### config.mk
export PLATFORM = sky130hd
export DESIGN_NAME = lsu_addr_unit
export DESIGN_NICKNAME = d
export VERILOG_FILES = /design/src/rtl/lsu_pkg.sv /design/src/rtl/lsu_ea_calc.sv /design/src/rtl/lsu_seq.sv /design/src/rtl/lsu_addr_unit.sv
export SDC_FILE = /design/constraint.sdc
export NUM_CORES = 1
export LEC_CHECK = 0
export CAP_MARGIN = 10
export CORE_UTILIZATION = 52
export CTS_CLUSTER_DIAMETER = 80
export DETAILED_ROUTE_END_ITERATION = 10
export GPL_ROUTABILITY_DRIVEN = 0
export PLACE_DENSITY = 0.87
export SLEW_MARGIN = 20
export SYNTH_ARGS = -nofsm -noshare
export SYNTH_HDL_FRONTEND = slang
export SYNTH_SLANG_ARGS = --single-unit
### constraint.sdc
create_clock -name clk -period 6.4 [get_ports clk]
set_input_delay 1.92 -clock clk [delete_from_list [all_inputs] [get_ports clk]]
set_output_delay 1.92 -clock clk [all_outputs]
set_load 0.005 [all_outputs]
### src/rtl/lsu_pkg.sv
package lsu_pkg;

    parameter int unsigned ADDR_W = 16;
    parameter int unsigned REG_W  = 4;

    typedef enum logic [2:0] {
        AM_IND  = 3'd0,
        AM_DISP = 3'd1,
        AM_ABS  = 3'd2,
        AM_PINC = 3'd3,
        AM_PDEC = 3'd4,
        AM_PUSH = 3'd5
    } amode_e;

    typedef enum logic [1:0] {
        S_IDLE,
        S_ACC0,
        S_ACC1,
        S_FIN
    } lsu_state_e;

    typedef struct packed {
        logic              st;
        logic              dbl;
        logic [REG_W-1:0]  bidx;
        logic [REG_W-1:0]  didx;
        logic [ADDR_W-1:0] ea;
        logic [ADDR_W-1:0] nbase;
        logic              wb_en;
        logic              bus;
        logic              ill;
    } lsu_op_t;

    function automatic logic [ADDR_W-1:0] step_of(input logic dbl);
        return dbl ? ADDR_W'(4) : ADDR_W'(2);
    endfunction

endpackage

### src/rtl/lsu_ea_calc.sv
module lsu_ea_calc
    import lsu_pkg::*;
#(
    parameter logic [REG_W-1:0] SP_IDX = 4'd15
) (
    input  logic              st,
    input  logic              dbl,
    input  logic [2:0]        mode,
    input  logic [REG_W-1:0]  bidx,
    input  logic [REG_W-1:0]  didx,
    input  logic [ADDR_W-1:0] base,
    input  logic [ADDR_W-1:0] disp,
    output logic [ADDR_W-1:0] ea,
    output logic [ADDR_W-1:0] nbase,
    output logic              wb_en,
    output logic              misal,
    output logic              illegal
);

    logic [ADDR_W-1:0] step;
    logic [REG_W-1:0]  didx_nx;
    logic              upd;
    logic              overlap;
    logic              bad_mode;

    assign step    = step_of(dbl);
    assign didx_nx = didx + REG_W'(1);

    always_comb begin
        ea       = base;
        nbase    = base;
        upd      = 1'b0;
        bad_mode = 1'b0;
        case (mode)
            AM_IND:  ea = base;
            AM_DISP: ea = base + disp;
            AM_ABS:  ea = disp;
            AM_PINC: begin
                ea    = base;
                nbase = base + step;
                upd   = 1'b1;
            end
            AM_PDEC: begin
                ea    = base;
                nbase = base - step;
                upd   = 1'b1;
            end
            AM_PUSH: begin
                ea    = base - step;
                nbase = base - step;
                upd   = 1'b1;
            end
            default: bad_mode = 1'b1;
        endcase
    end

    // Load destination overlapping the base suppresses the update.
    assign overlap = !st && ((didx == bidx) || (dbl && (didx_nx == bidx)));
    assign wb_en   = upd && !overlap;
    assign misal   = ea[0];
    assign illegal = bad_mode
                   || (st && (mode == AM_PDEC) && (bidx == SP_IDX))
                   || (!st && (mode == AM_PUSH));

endmodule

### src/rtl/lsu_seq.sv
module lsu_seq
    import lsu_pkg::*;
(
    input  logic              clk,
    input  logic              rst,
    input  logic              start,
    input  lsu_op_t           op_in,
    input  logic              mem_ack,
    input  logic [ADDR_W-1:0] mem_rdata,
    output logic              busy,
    output logic              mem_req,
    output logic              mem_we,
    output logic [ADDR_W-1:0] mem_addr,
    output logic [REG_W-1:0]  mem_reg_idx,
    output logic              rf_we,
    output logic [REG_W-1:0]  rf_widx,
    output logic [ADDR_W-1:0] rf_wdata,
    output logic              wb_we,
    output logic [REG_W-1:0]  wb_idx,
    output logic [ADDR_W-1:0] wb_val,
    output logic              done,
    output logic              pc_adv,
    output logic              bus_err,
    output logic              ill_err
);

    lsu_state_e state;
    lsu_op_t    cur;
    logic       second;
    logic       exc;

    always_ff @(posedge clk) begin
        if (rst) begin
            state <= S_IDLE;
            cur   <= '0;
        end else begin
            case (state)
                S_IDLE: if (start) begin
                    cur   <= op_in;
                    state <= (op_in.ill || op_in.bus) ? S_FIN : S_ACC0;
                end
                S_ACC0: if (mem_ack) state <= cur.dbl ? S_ACC1 : S_FIN;
                S_ACC1: if (mem_ack) state <= S_FIN;
                default: state <= S_IDLE;
            endcase
        end
    end

    assign second      = (state == S_ACC1);
    assign exc         = cur.bus || cur.ill;
    assign busy        = (state != S_IDLE);
    assign mem_req     = (state == S_ACC0) || second;
    assign mem_we      = mem_req && cur.st;
    assign mem_addr    = second ? (cur.ea + ADDR_W'(2)) : cur.ea;
    assign mem_reg_idx = second ? (cur.didx + REG_W'(1)) : cur.didx;

    assign rf_we    = mem_req && mem_ack && !cur.st;
    assign rf_widx  = mem_reg_idx;
    assign rf_wdata = mem_rdata;

    assign done    = (state == S_FIN);
    assign bus_err = done && cur.bus;
    assign ill_err = done && cur.ill;
    assign pc_adv  = done && !exc;
    assign wb_we   = done && !exc && cur.wb_en;
    assign wb_idx  = cur.bidx;
    assign wb_val  = cur.nbase;

endmodule

### src/rtl/lsu_addr_unit.sv
module lsu_addr_unit
    import lsu_pkg::*;
#(
    parameter logic [REG_W-1:0] SP_IDX = 4'd15
) (
    input  logic              clk,
    input  logic              rst,
    input  logic              start,
    input  logic              is_store,
    input  logic              is_double,
    input  logic [2:0]        mode,
    input  logic [REG_W-1:0]  base_idx,
    input  logic [REG_W-1:0]  data_idx,
    input  logic [ADDR_W-1:0] base_val,
    input  logic [ADDR_W-1:0] disp,
    output logic              busy,
    output logic              mem_req,
    output logic              mem_we,
    output logic [ADDR_W-1:0] mem_addr,
    output logic [REG_W-1:0]  mem_reg_idx,
    input  logic              mem_ack,
    input  logic [ADDR_W-1:0] mem_rdata,
    output logic              rf_we,
    output logic [REG_W-1:0]  rf_widx,
    output logic [ADDR_W-1:0] rf_wdata,
    output logic              wb_we,
    output logic [REG_W-1:0]  wb_idx,
    output logic [ADDR_W-1:0] wb_val,
    output logic              done,
    output logic              pc_adv,
    output logic              bus_err,
    output logic              ill_err
);

    logic [ADDR_W-1:0] ea;
    logic [ADDR_W-1:0] nbase;
    logic              wb_en;
    logic              misal;
    logic              illegal;
    lsu_op_t           op_in;

    lsu_ea_calc #(.SP_IDX(SP_IDX)) u_calc (
        .st      (is_store),
        .dbl     (is_double),
        .mode    (mode),
        .bidx    (base_idx),
        .didx    (data_idx),
        .base    (base_val),
        .disp    (disp),
        .ea      (ea),
        .nbase   (nbase),
        .wb_en   (wb_en),
        .misal   (misal),
        .illegal (illegal)
    );

    always_comb begin
        op_in       = '0;
        op_in.st    = is_store;
        op_in.dbl   = is_double;
        op_in.bidx  = base_idx;
        op_in.didx  = data_idx;
        op_in.ea    = ea;
        op_in.nbase = nbase;
        op_in.wb_en = wb_en;
        op_in.ill   = illegal;
        op_in.bus   = misal && !illegal;
    end

    lsu_seq u_seq (
        .clk         (clk),
        .rst         (rst),
        .start       (start),
        .op_in       (op_in),
        .mem_ack     (mem_ack),
        .mem_rdata   (mem_rdata),
        .busy        (busy),
        .mem_req     (mem_req),
        .mem_we      (mem_we),
        .mem_addr    (mem_addr),
        .mem_reg_idx (mem_reg_idx),
        .rf_we       (rf_we),
        .rf_widx     (rf_widx),
        .rf_wdata    (rf_wdata),
        .wb_we       (wb_we),
        .wb_idx      (wb_idx),
        .wb_val      (wb_val),
        .done        (done),
        .pc_adv      (pc_adv),
        .bus_err     (bus_err),
        .ill_err     (ill_err)
    );

endmodule

==> flow_summary_export.csv, run 1 <==
group,metric,value,unit
detailed_routing,wl_met2,5820,microns
worst_setup_path,crit_type,"in -> out",
timing,setup_viol,0,
yosys,syn_area,4420,sq um
detailed_routing,wl_met1,4910,microns
floorplan,rows,33,
global_routing,grt_usage,27.4,%
timing,finalMaxSlewViolations,0,
clock_network,cts_buffers,5,
final_layout,fin_util,63.1,%
floorplan,fp.coreArea,8220,sq um
detailed_routing,vias,4535,
power,power.switching,0.489,mW
floorplan,dieArea,8870,sq um
final_layout,diodes,0,
placed_design,post-place-ws,1.40,ns
timing,finalCritPeriodShare,78.0,%
worst_setup_path,r2r-start,"u_seq.state[0]",
yosys,async_flop_share,0,%
worst_setup_path,cp-start-kind,"input port",
timing,fin_crit,4.99,ns
yosys,yosys_most_used_dff,"dfxtp_1",
worst_setup_path,endpoint_kind,"primary output",
power,p_per_area,239,nW/um^2
run_status,status,"finished, final reports clean",
global_routing,grt_pass1_wl,19300,microns
yosys,syn_avg_cell_area,7.27,sq um
timing,fin_ws,1.41,ns
clock_network,path_clk_slew,0.09,ns
worst_setup_path,critPathRequiredTime,4.48,ns
power,clockPowerShare,15.2,%
detailed_routing,drt-initial-drc-count,391,
worst_setup_path,cp_max_fo,2,
worst_setup_path,regToRegSetupSlack,3.88,ns
clock_network,clockBufferDepth,2,
floorplan,start_util,53.8,%
worst_hold_path,hp-start,"u_seq.wb_val[4]",
timing,timing.setup.tns,0,ns
yosys,yosysSeqAreaShare,21.3,%
clock_network,post-cts-setup-buffer-count,0,
final_layout,syn_to_final_growth,17.3,%
worst_hold_path,min_path_cells,2,
yosys,synth_cell_types,62,
final_layout,drive_gt1_share,3.89,%
power,p_seq_share,33.1,%
detailed_routing,drtAntennaViolNets,0,
timing,rsz0062_at_grt,"false",
placed_design,dp_hpwl,9390,microns
power,intPower,0.752,mW
final_layout,finish.instance_area,5180,sq um
detailed_routing,wl_met3,1100,microns
clock_network,root_buffer,"clkbuf_8",
worst_setup_path,worstRegToRegCells,7,
detailed_routing,wl_per_cell,16.3,microns
power,p_sw_share,39.4,%
yosys,yosys_warnings,0,
final_layout,nNetsFinal,736,
power,leakage,1.91,nW
detailed_routing,top_layer,"met4",
global_routing,grt_pass1_vias,4153,
detailed_routing,firstDrtPassIters,5,
yosys,synth_edf_count,0,
worst_setup_path,critPathArrivalTime,3.07,ns
placed_design,place_area,5090,sq um
yosys,synth_seq_cells,47,
power,combinationalPowerShare,51.7,%
worst_hold_path,min_to,"u_seq.wb_val[4]",
clock_network,cts_max_level,2,
yosys,syn_nets,702,
global_routing,antenna_found_initial,0,
clock_network,post_cts_resize_count,0,
floorplan,die_x,94.2,microns
clock_network,cts_tree,"yes",
timing,fin_skew,0.0141,ns
global_routing,overflow,0,
timing,finalHoldViolCount,0,
clock_network,numClockSinks,47,
timing,max_freq,200,MHz
run,drv_cap,0,
placed_design,portBuffers,101,
detailed_routing,wl,12200,microns
clock_network,clk_latency,0.31,ns
worst_setup_path,rr_endpoint,"u_seq.cur[32]",
detailed_routing,route.detailed.drc,0,
floorplan,die-height,94.2,microns
clock_network,cts_hold_buffers,0,
yosys,synthCells,608,
global_routing,grt_max_degree,43,
detailed_routing,via_per_inst,6.06,
power,p_total,1.24,mW
floorplan,io_pins,134,
worst_hold_path,hold_class,"reg -> reg",
timing,relSlewSlack,47.3,%
timing,worst_slew_pin_slew,0.791,ns
power,peakVddDrop,0.125,mV
==> worst max-delay path by stage <==
stage                 from            end  slack [ns]
3_3_place_gp       mem_ack          rf_we        1.45
3_5_place_dp       mem_ack          rf_we        1.40
5_1_grt            mem_ack          rf_we        1.35
6_report           mem_ack          rf_we        1.41
4_1_cts            mem_ack          rf_we        1.40
2_1_floorplan  base_val[7]  u_seq.cur[33]        2.29
==> power by group through the flow <==
stage / Sequential (mW) / Combinational [mW] / Clock, mW
global route: 0.420 / 0.703 / 0.201
floorplan: 0.401 / 0.410 / 0
CTS: 0.410 / 0.639 / 0.189
detailed placement: 0.417 / 0.636 / 0
global placement: 0.412 / 0.613 / 0
finish: 0.411 / 0.641 / 0.189
==> cell usage after synthesis (3+ instances only) <==
library cell   n  area (sq um)
xor2_1        25           219
o21ai_0       39           195
fa_1           3          60.1
buf_6          5          56.3
a31oi_1        4          25.0
a221oi_1       3          26.3
nand2b_1      10          62.6
a22oi_1        3          22.5
nor2_1        48           180
nor2b_1        5          31.3
clkbuf_1      22          82.6
inv_1         11          41.3
xnor2_1       34           298
o211ai_1       5          37.5
o22ai_1        7          43.8
nand3_1       18          90.1
a21oi_1       60           300
a2111oi_0      3          26.3
or3_1          3          18.8
o31ai_1        3          22.5
nand2_1       91           342
nor3_1        17          85.1
a21o_1         3          22.5
buf_4         43           323
buf_1          5          18.8
nor4_1         6          37.5
dfxtp_1       47           941
and2_1         5          31.3
ha_1          26           325
a211oi_1       5          37.5
nand4_1       10          62.6
==> layout make-up <==
class / count / area (sq um)
fill: 737 / 3030
multi-input combinational: 472 / 2940
timing repair buffer: 105 / 1040
sequential: 47 / 941
tap: 105 / 131
clock buffer: 5 / 68.8
inverter: 11 / 41.3
clock inverter: 3 / 22.5
==> critical path: stages <==
cell	delay (ns)
clkdlybuf4s50_1	0.48
nand2_1	0.06
nor2_1	0.09
clkdlybuf4s50_1	0.51
==> flip-flops by register name, summed over array words and instances, names as in the netlist <==
register / cells
u_seq.wb_val: 16
u_seq.wb_idx: 4
u_seq.state: 2
u_seq.cur: 25
==> metal layers <==
| layer | vias to the layer above | global-route usage, % |
|---|---|---|
| li1 | 2158 | - |
| met1 | 2111 | 33.6 |
| met2 | 228 | 46.6 |
| met3 | 38 | 5.18 |
| met4 | 0 | 10.9 |
| met5 | - | 0 |
==> cell usage in the layout, fill, tap and decap left out, types with 4 or more instances in the layout <==
cell,instances
ha_1,26
o22ai_1,7
inv_1,11
buf_4,4
nor3_1,17
clkbuf_8,5
nor4_1,6
nor2_1,48
o211ai_1,5
o21ai_0,39
xor2_1,25
a31oi_1,4
nand4_1,10
clkdlybuf4s50_1,101
nand2b_1,10
a21oi_1,60
nand2_1,91
nor2b_1,5
xnor2_1,34
and2_1,5
dfxtp_1,47
a211oi_1,5
nand3_1,18
==> kinds of logic (layout without fill, tap and decap cells) <==
kind of cell             count (synthesis)  in the layout  synth area share (%)
AND/OR/NAND/NOR                        227            227                  24.0
flip-flops                              47             47                  21.3
multiplexers                             2              2                 0.510
buffers and inverters                   89            124                  12.2
AO/OA/AOI/OAI                          155            155                  21.6
XOR/XNOR                                59             59                  11.7
adder cells (fa/ha/maj)                 29             29                  8.72
==> through the flow <==
| stage | hold WS [ns] | cells |
|---|---|---|
| 3_3_place_gp | 0.439 | 740 |
| 5_1_grt | 0.479 | 748 |
| 2_1_floorplan | 0.432 | 608 |
| 3_5_place_dp | 0.446 | 740 |
| 6_report | 0.455 | 748 |
| 4_1_cts | 0.459 | 748 |
No activity file was read; power rests on OpenSTA's default activity.
==> inputs of run 2 (changes only) <==
CORE_UTILIZATION = 44   (was 52)
PLACE_DENSITY = 0.79   (was 0.87)
clock period = 4.2 ns   (was 6.4 ns; I/O delays follow)
==> flow_summary_export.csv, run 2 (synthesized netlist as in run 1, its figures left out) <==
group,metric,value,unit
timing,setup_viol,0,
power,peakVddDrop,0.157,mV
floorplan,die-height,102,microns
placed_design,dp.cells,785,
run_status,status,"finished, final reports clean",
floorplan,dieArea,10400,sq um
clock_network,numClockSinks,47,
global_routing,grt_pass1_wl,20200,microns
global_routing,grt_pass1_vias,4336,
clock_network,cts_tree,"yes",
worst_hold_path,hp-start,"u_seq.wb_idx[1]",
worst_setup_path,cp-start-kind,"flop",
final_layout,fill_cells,889,
global_routing,grt_usage,24.6,%
clock_network,cts_buffers,5,
worst_setup_path,critPathArrivalTime,2.65,ns
worst_setup_path,worstRegToRegCells,8,
final_layout,syn_to_final_growth,21.8,%
detailed_routing,firstDrtPassIters,5,
detailed_routing,drtAntennaViolNets,0,
power,leakage,2.00,nW
global_routing,grt_max_degree,42,
timing,worst_slew_pin_slew,0.595,ns
clock_network,path_clk_slew,0.09,ns
floorplan,die_x,102,microns
detailed_routing,vias,4578,
final_layout,final_cells,793,
timing,rsz0062_at_grt,"false",
final_layout,largest_reg_flops,25,
worst_setup_path,regToRegSetupSlack,2.09,ns
worst_setup_path,crit_type,"reg -> out",
power,p_per_area,370,nW/um^2
placed_design,dp_hpwl,9920,microns
detailed_routing,via_per_inst,5.77,
worst_setup_path,rr_endpoint,"u_seq.cur[32]",
run,drv_cap,0,
timing,fin_crit,3.91,ns
global_routing,overflow,0,
worst_setup_path,cpPeakStageDelay,0.53,ns
clock_network,root_buffer,"clkbuf_8",
worst_setup_path,critPathRequiredTime,2.94,ns
detailed_routing,route.detailed.drc,0,
placed_design,portBuffers,101,
clock_network,clockBufferDepth,2,
timing,relSlewSlack,59.3,%
worst_setup_path,endpoint_kind,"primary output",
global_routing,antenna_found_initial,0,
timing,max_freq,256,MHz
final_layout,fin_util,55.1,%
timing,finalMaxSlewViolations,0,
detailed_routing,wl,12700,microns
worst_hold_path,min_to,"u_seq.wb_idx[1]",
worst_setup_path,r2r-start,"u_seq.state[0]",
clock_network,clk_latency,0.30,ns
detailed_routing,wl_per_cell,16.0,microns
final_layout,final_common_cell,"clkdlybuf4s50_1",
final_layout,largest-register,"u_seq.cur",
timing,finalCritPeriodShare,93.1,%
floorplan,start_util,45.2,%
final_layout,diodes,0,
final_layout,drive_gt1_share,6.52,%
clock_network,cts_max_level,2,
worst_hold_path,min_path_cells,2,
worst_setup_path,crit_slowest_cell,"clkdlybuf4s50_1",
worst_hold_path,hold_class,"reg -> reg",
worst_setup_path,crit_chain,"inv_1, ha_1, nand4_1, nor3_2, nand3_1, xnor2_1, clkdlybuf4s50_1",
timing,finalHoldViolCount,0,
clock_network,cts_hold_buffers,0,
clock_network,post-cts-setup-buffer-count,0,
floorplan,fp.coreArea,9770,sq um
final_layout,final_cell_mix,"101 x clkdlybuf4s50_1, 91 x nand2_1, 60 x a21oi_1",
timing,fin_skew,0.00549,ns
final_layout,nNetsFinal,753,
timing,timing.setup.tns,0,ns
worst_setup_path,cp_max_fo,12,
detailed_routing,drt-initial-drc-count,400,
floorplan,rows,36,
floorplan,io_pins,134,
==> run 2: through the flow <==
step	power (mW)	hold WS [ns]	setup WS [ns]	area, sq um
final	1.99	0.458	0.291	5380
after global routing	2.12	0.485	0.0284	5380
after floorplan	1.23	0.432	0.749	4420
after CTS	1.99	0.462	0.139	5380
after detailed placement	1.63	0.448	0.282	5260
after global placement	1.59	0.445	0.332	5260
==> run 2: power breakdown <==
part	leakage [nW]	switching (mW)	internal (mW)
combinational	1.55	0.503	0.499
clock	0.0618	0.165	0.196
sequential	0.386	0.0855	0.541
==> run 2: what timing repair did <==
item                                    CTS  global route
endpoints found under the setup margin    0             2
gates resized for setup                   0             1
endpoints found under the hold margin     0             0
==> run 2: metal layers <==
layer,global-route usage (%),wire length (microns),vias to the layer above
li1,-,-,2194
met1,32.1,5360,2090
met2,39.8,5770,238
met3,3.01,1070,56
met4,12.5,491,0
met5,0,0,-
==> run 2: cell type report <==
| class | count | area (sq um) | area share [%] |
|---|---|---|---|
| Timing Repair Buffer | 122 | 1170 | 21.7 |
| Clock inverter | 2 | 38.8 | 0.721 |
| Inverter | 11 | 41.3 | 0.767 |
| Multi-Input combinational cell | 472 | 2940 | 54.7 |
| Tap cell | 133 | 166 | 3.09 |
| Sequential cell | 47 | 941 | 17.5 |
| Clock buffer | 6 | 82.6 | 1.53 |
==> run 2: how the worst max path moves through the flow <==
stage | end | start
after floorplan | u_seq.cur[33] | base_val[7]
after global placement | u_seq.wb_val[9] | is_double
after detailed placement | u_seq.cur[32] | base_val[5]
after CTS | mem_addr[15] | u_seq.state[0]
after global routing | mem_addr[14] | u_seq.state[0]
final | mem_addr[15] | u_seq.state[0]
==> run 2: critical path: cells and delay by family, from the launching register on <==
family / cells / cell delay, ns
buffers and inverters: 2 / 0.62
adder cells (fa/ha/maj): 1 / 0.46
flip-flops: 1 / 0.35
XOR/XNOR: 1 / 0.15
AND/OR/NAND/NOR: 3 / 0.77
